==> src/rtl/scr_pkg.sv <==
package scr_pkg;
  localparam int unsigned LFSR_W    = 18;
  localparam int unsigned FRAME_LEN = 40960;
  localparam int unsigned IQ_OFFSET = 131072;
  // Feedback terms below the top power: X^18 = X^7 + 1
  localparam logic [LFSR_W-1:0] X_TAPS = 18'h00081;
  // X^18 = X^10 + X^7 + X^5 + 1
  localparam logic [LFSR_W-1:0] Y_TAPS = 18'h004A1;

  typedef struct packed {
    logic loadNew;  // capture code and restart
    logic reload;   // end-of-frame restart with captured code
    logic step;     // emit one chip and advance
  } scrCtl_t;
endpackage

==> src/rtl/scr_lfsr.sv <==
module scr_lfsr
  import scr_pkg::*;
#(
  parameter int unsigned W = 18,
  parameter logic [W-1:0] TAPS = '0,
  parameter int unsigned OFFSET = 0
) (
  input  logic         clk,
  input  logic         rst,
  input  scrCtl_t      ctl,
  input  logic [W-1:0] seed,
  output logic         lsb
);
  typedef logic [W-1:0][W-1:0] mask_t;

  function automatic logic [W-1:0] timesX(logic [W-1:0] v);
    logic top;
    logic [W-1:0] r;
    top = v[W-1];
    r = v << 1;
    if (top) r = r ^ TAPS;
    return r;
  endfunction

  function automatic logic [W-1:0] mulMod(logic [W-1:0] a, logic [W-1:0] b);
    logic [W-1:0] r;
    r = '0;
    for (int k = W - 1; k >= 0; k--) begin
      r = timesX(r);
      if (b[k]) r = r ^ a;
    end
    return r;
  endfunction

  function automatic logic [W-1:0] powX(int unsigned e);
    logic [W-1:0] res;
    logic [W-1:0] base;
    res  = W'(1);
    base = W'(2);
    for (int b = 0; b < 32; b++) begin
      if (e[b]) res = mulMod(res, base);
      base = mulMod(base, base);
    end
    return res;
  endfunction

  // Row j: coefficients expressing x(OFFSET+j) in terms of the loaded state
  function automatic mask_t buildMasks();
    mask_t m;
    logic [W-1:0] p;
    p = powX(OFFSET);
    for (int j = 0; j < W; j++) begin
      m[j] = p;
      p = timesX(p);
    end
    return m;
  endfunction

  localparam mask_t JUMP = buildMasks();

  logic [W-1:0] st;
  logic [W-1:0] jumped;

  for (genvar j = 0; j < W; j++) begin : gJump
    assign jumped[j] = ^(JUMP[j] & seed);
  end

  always_ff @(posedge clk) begin
    if (rst || ctl.loadNew || ctl.reload) st <= jumped;
    else if (ctl.step) st <= {^(st & TAPS), st[W-1:1]};
  end

  assign lsb = st[0];
endmodule

==> src/rtl/scr_ctrl.sv <==
module scr_ctrl
  import scr_pkg::*;
#(
  parameter int unsigned FRAME_LEN = 40960
) (
  input  logic    clk,
  input  logic    rst,
  input  logic    chipEn,
  input  logic    frameStart,
  output scrCtl_t ctl,
  output logic    chipValid
);
  localparam int unsigned CNT_W = $clog2(FRAME_LEN);
  localparam logic [CNT_W-1:0] LAST = CNT_W'(FRAME_LEN - 1);

  logic [CNT_W-1:0] chipCnt;
  logic armed;
  logic lastChip;

  always_comb begin
    lastChip    = (chipCnt == LAST);
    ctl.loadNew = frameStart;
    ctl.step    = chipEn && armed && !frameStart;
    ctl.reload  = ctl.step && lastChip;
  end

  always_ff @(posedge clk) begin
    if (rst) begin
      armed     <= 1'b0;
      chipCnt   <= '0;
      chipValid <= 1'b0;
    end else begin
      chipValid <= ctl.step;
      if (frameStart) begin
        armed   <= 1'b1;
        chipCnt <= '0;
      end else if (ctl.step) begin
        chipCnt <= lastChip ? '0 : chipCnt + 1'b1;
      end
    end
  end
endmodule

==> src/rtl/scr_datapath.sv <==
module scr_datapath
  import scr_pkg::*;
#(
  parameter int unsigned LFSR_W = 18,
  parameter int unsigned IQ_OFFSET = 131072,
  parameter logic [LFSR_W-1:0] X_TAPS = '0,
  parameter logic [LFSR_W-1:0] Y_TAPS = '0
) (
  input  logic              clk,
  input  logic              rst,
  input  scrCtl_t           ctl,
  input  logic [LFSR_W-1:0] codeNum,
  output logic              iChip,
  output logic              qChip
);
  logic [LFSR_W-2:0] codeKept;
  logic [LFSR_W-1:0] xSeed;
  logic [1:0] xBit;
  logic [1:0] yBit;
  logic unusedCodeTop;

  assign unusedCodeTop = codeNum[LFSR_W-1];
  assign xSeed = ctl.loadNew ? {1'b1, codeNum[LFSR_W-2:0]} : {1'b1, codeKept};

  always_ff @(posedge clk) begin
    if (rst) codeKept <= '0;
    else if (ctl.loadNew) codeKept <= codeNum[LFSR_W-2:0];
  end

  // Branch 0 = in-phase (no offset), branch 1 = quadrature (jumped ahead)
  for (genvar b = 0; b < 2; b++) begin : gBranch
    localparam int unsigned OFF = (b == 0) ? 0 : IQ_OFFSET;
    scr_lfsr #(.W(LFSR_W), .TAPS(X_TAPS), .OFFSET(OFF)) uX (
      .clk(clk), .rst(rst), .ctl(ctl), .seed(xSeed), .lsb(xBit[b])
    );
    scr_lfsr #(.W(LFSR_W), .TAPS(Y_TAPS), .OFFSET(OFF)) uY (
      .clk(clk), .rst(rst), .ctl(ctl), .seed({LFSR_W{1'b1}}), .lsb(yBit[b])
    );
  end

  always_ff @(posedge clk) begin
    if (rst) begin
      iChip <= 1'b0;
      qChip <= 1'b0;
    end else if (ctl.step) begin
      iChip <= xBit[0] ^ yBit[0];
      qChip <= xBit[1] ^ yBit[1];
    end
  end
endmodule

==> src/rtl/scr_gold_gen.sv <==
module scr_gold_gen
  import scr_pkg::*;
#(
  parameter int unsigned LFSR_W = scr_pkg::LFSR_W,
  parameter int unsigned FRAME_LEN = scr_pkg::FRAME_LEN,
  parameter int unsigned IQ_OFFSET = scr_pkg::IQ_OFFSET,
  parameter logic [LFSR_W-1:0] X_TAPS = scr_pkg::X_TAPS,
  parameter logic [LFSR_W-1:0] Y_TAPS = scr_pkg::Y_TAPS
) (
  input  logic              clk,
  input  logic              rst,
  input  logic              chipEn,
  input  logic              frameStart,
  input  logic [LFSR_W-1:0] codeNum,
  output logic              iChip,
  output logic              qChip,
  output logic              chipValid
);
  scrCtl_t ctl;

  scr_ctrl #(.FRAME_LEN(FRAME_LEN)) uCtrl (
    .clk(clk), .rst(rst), .chipEn(chipEn), .frameStart(frameStart),
    .ctl(ctl), .chipValid(chipValid)
  );

  scr_datapath #(
    .LFSR_W(LFSR_W), .IQ_OFFSET(IQ_OFFSET), .X_TAPS(X_TAPS), .Y_TAPS(Y_TAPS)
  ) uData (
    .clk(clk), .rst(rst), .ctl(ctl), .codeNum(codeNum),
    .iChip(iChip), .qChip(qChip)
  );
endmodule

==> config.mk <==
export PLATFORM = sky130hd
export DESIGN_NAME = scr_gold_gen
export DESIGN_NICKNAME = d
export VERILOG_FILES = /design/src/rtl/scr_pkg.sv /design/src/rtl/scr_lfsr.sv /design/src/rtl/scr_ctrl.sv /design/src/rtl/scr_datapath.sv /design/src/rtl/scr_gold_gen.sv
export SDC_FILE = /design/constraint.sdc
export NUM_CORES = 1
export LEC_CHECK = 0
export CAP_MARGIN = 10
export CORE_MARGIN = 5
export CORE_UTILIZATION = 35
export DETAILED_ROUTE_END_ITERATION = 8
export GPL_TIMING_DRIVEN = 0
export PLACE_DENSITY = 0.49
export SYNTH_ARGS = -nofsm -noshare
export SYNTH_HDL_FRONTEND = slang
export SYNTH_SLANG_ARGS = --single-unit
==> constraint.sdc <==
create_clock -name clk -period 4.8 [get_ports clk]
set_input_delay 0.96 -clock clk [delete_from_list [all_inputs] [get_ports clk]]
set_output_delay 0.96 -clock clk [all_outputs]
set_load 0.03 [all_outputs]
==> impl_metrics.toml, run 1 <==
[timing]
worst_slew_pin_slew_ps = 879
final_max_slew_violation_count = 0
min_period_over_period_pct = 56.4
timing.setup.tns_ps = 0
timing.final.crit_period_ps = 2710
report.final.setup_viol = 0
final_hold_viol_count = 0
whs_ps = 457
setup_repair_after_global_routing_missed_its_margin = "false"
fin_worst_skew_ps = 6.08
fmax_ghz = 0.369
max-slew-margin-rel_pct = 41.2

[floorplanning]
floorplan.die_area_um2 = 15700
floorplan.die.width_um = 125
die_outline_height_um = 125
floorplan.initialDensity_pct = 35.5
core_area_um2 = 13100
rows = 42
io_pins = 25

[clocking]
h-tree-depth = 3
clock_insertion_delay_worst_skew_ps = 350
tritoncts = "built"
cts.hold.buffers_added = 0
post-cts-setup-buffer-count = 0
cts-buffers-inserted = 9
cts.sinks = 109
path_clk_slew_ps = 70
cts-root-to-sink-buffers = 2
root_buffer = "clkbuf_16"
cts-resized-gates = 0

[setup_path]
timing.critical_path.arrival_ps = 2810
worst-setup-path-type = "in2reg"
crit_required_ps = 4900
kind_of_end_point_of_the_critical_path = "register"
timing.critical_path.fanout_max = 10
timing.critical_path.from_type = "input port"
reg2reg_setup_slack_ps = 2220

[synthesis]
ys_seq_area_share_pct = 54.5
netlist_area_um2 = 4660
ys_ff_latch = 109
post_synth.cell_area_avg_um2 = 10.4
mappedNetlistNets = 471
total_of_warnings_raised_by_yosys = 0
synth_cell_type_count = 35
synthCells = 448

[finish]
drive_gt1_share_pct = 9.05
n_antenna_cell = 0
most_common_library_cell_in_the_layout_ignoring_fill_and_taps = "nand2_1"
syn_to_final_growth_pct = 15.4
most-common-layout-cells = "nand2_1 (79), dfxtp_1 (73), mux2i_1 (43)"
fill_cells = 1332
finish.net_count = 504

[route]
ant_nets = 0
detail_route.wl_per_cell_um = 14.8
drt_drc_violations_left = 0
vias = 3125
detail_routed_via_count_per_cell = 4.72
detailedRoute.firstIterationViolations = 123
drt_pre_antenna_iters = 4
routed_wl_um = 9810

[power_and_ir_drop]
pwr_density_cell_nw_per_um2 = 365
max-vdd-ir-drop_mv = 0.192
p_leak_nw = 2.15

[min_path]
hold_class = "reg2reg"

[global_routing]
global_route_usage_over_all_layers_pct = 13.2
grt_pass1_vias = 3160
overall_overflow_remaining_after_global_route = 0
grt_max_degree = 37
grt_antenna_before_repair = 0
grt_first_pass_wirelength_um = 16400

[flow_run]
max-cap-violations = 0

[placement]
gp_congestion = 0.762
number_of_port_buffers = 22
dp_hpwl_um = 6680

[run_status]
status = "finished, final reports clean"
## final timing paths
| kind | start | to | cells after the start |
|---|---|---|---|
| max reg2reg | uCtrl.chipCnt[0] | uData.gBranch[1].uX.st[1] | 6 |
| max | frameStart | uData.gBranch[1].uX.st[1] | 5 |
| min | uData.gBranch[1].uY.st[1] | uData.gBranch[1].uY.st[1] | 2 |
| min reg2reg | uData.gBranch[1].uY.st[1] | uData.gBranch[1].uY.st[1] | 2 |
## state kept, by name, summed over array words and instances (netlist names)
signal,cells
uData.gBranch.uX.st,36
uData.gBranch.uY.st,36
uData.codeKept,17
uCtrl.chipCnt,16
uCtrl.armed,1
uCtrl.chipValid,1
uData.iChip,1
uData.qChip,1
## report_power, final
| part | switching, mW | total, mW | internal [mW] |
|---|---|---|---|
| sequential | 0.0248 | 1.05 | 1.03 |
| combinational | 0.107 | 0.207 | 0.101 |
| clock | 0.335 | 0.703 | 0.368 |
## metrics by stage
step	power, mW	utilization (%)	setup WS (ps)	std cells	cell area, um^2
6_report	1.96	41.0	2090	662	5380
3_3_place_gp	1.28	38.8	1310	646	5100
3_5_place_dp	1.28	38.9	1720	646	5100
4_1_cts	2.00	41.0	2100	662	5380
2_1_floorplan	1.22	-	2180	448	4660
5_1_grt	2.06	41.0	2020	662	5380
## worst max-delay path, cell delays in order
cell     delay, ps
buf_2          280
buf_1          680
mux2i_1        480
xnor2_1        110
mux2_2         280
## cell families after synthesis
logic type	count (synthesis)	share of synthesized area [%]
AOI/OAI and AO/OA	25	3.65
DFF	109	54.5
buffers and inverters	42	4.11
xor gates and xnor gates	44	8.27
and+or+nand+nor	168	16.1
muxes	59	13.1
adders and majority gates	1	0.268
## area by class of cell
cell class	count	area [um^2]	share of cell area [%]
inverters	18	67.6	1.26
repair buffers	22	220	4.09
well taps	176	220	4.09
flip-flops and latches	109	2540	47.3
clock buffers	11	243	4.51
multi-input cells	297	1930	35.9
clock inverters	5	32.5	0.605
plain buffers	24	124	2.30
## cell usage after synthesis
master / count / area [um^2]
buf_4: 4 / 30.0
o31ai_4: 1 / 21.3
a21boi_0: 1 / 7.51
edfxtp_1: 36 / 1080
a21oi_1: 12 / 60.1
o21ai_0: 2 / 10.0
or4b_4: 1 / 13.8
buf_1: 2 / 7.51
nand3_2: 1 / 10.0
and3b_1: 1 / 8.76
a211oi_1: 2 / 15.0
clkbuf_1: 13 / 48.8
inv_1: 18 / 67.6
a21bo_2: 1 / 10.0
o31a_1: 1 / 8.76
mux2_2: 16 / 180
mux2i_1: 43 / 430
xnor2_1: 37 / 324
nor2_1: 34 / 128
or4_1: 3 / 22.5
o31ai_1: 2 / 15.0
buf_6: 2 / 22.5
or3_1: 1 / 6.26
o211ai_1: 3 / 22.5
xor2_1: 7 / 61.3
nand2_1: 80 / 300
dfxtp_1: 73 / 1460
nand3_1: 32 / 160
ha_1: 1 / 12.5
nand3b_1: 2 / 15.0
nor3_1: 3 / 15.0
nand4_1: 5 / 31.3
and4_1: 3 / 26.3
nor4_1: 2 / 12.5
buf_2: 3 / 15.0
## per-layer routing
metal	part of all wire [%]	vias up	track usage [%]	routed length (um)
met4	0.89	0	3.25	87
met2	48	36	21.7	4660
met1	49	1494	16.9	4780
li1	-	1589	-	-
met5	0	-	0	0
met3	2.9	6	4.09	281
Power figures use the tool's default switching activity.
==> inputs of run 2 (changes only) <==
- clock period: 4.8 -> 2.73 ns (I/O delays scaled with it)
==> results of run 2 <==
Same layout as run 1 (identical final DEF). Status: finished, final reports clean.
Main changes from that run: setup slack after placement 1720 ps -> 68.1 ps; setup slack after layout 2090 ps -> 148 ps; start point of the critical path frameStart -> uCtrl.chipCnt[0]; register-to-register setup slack 2220 ps -> 150 ps; total power 1.96 mW -> 3.45 mW; worst IR drop on VDD 0.192 mV -> 0.337 mV
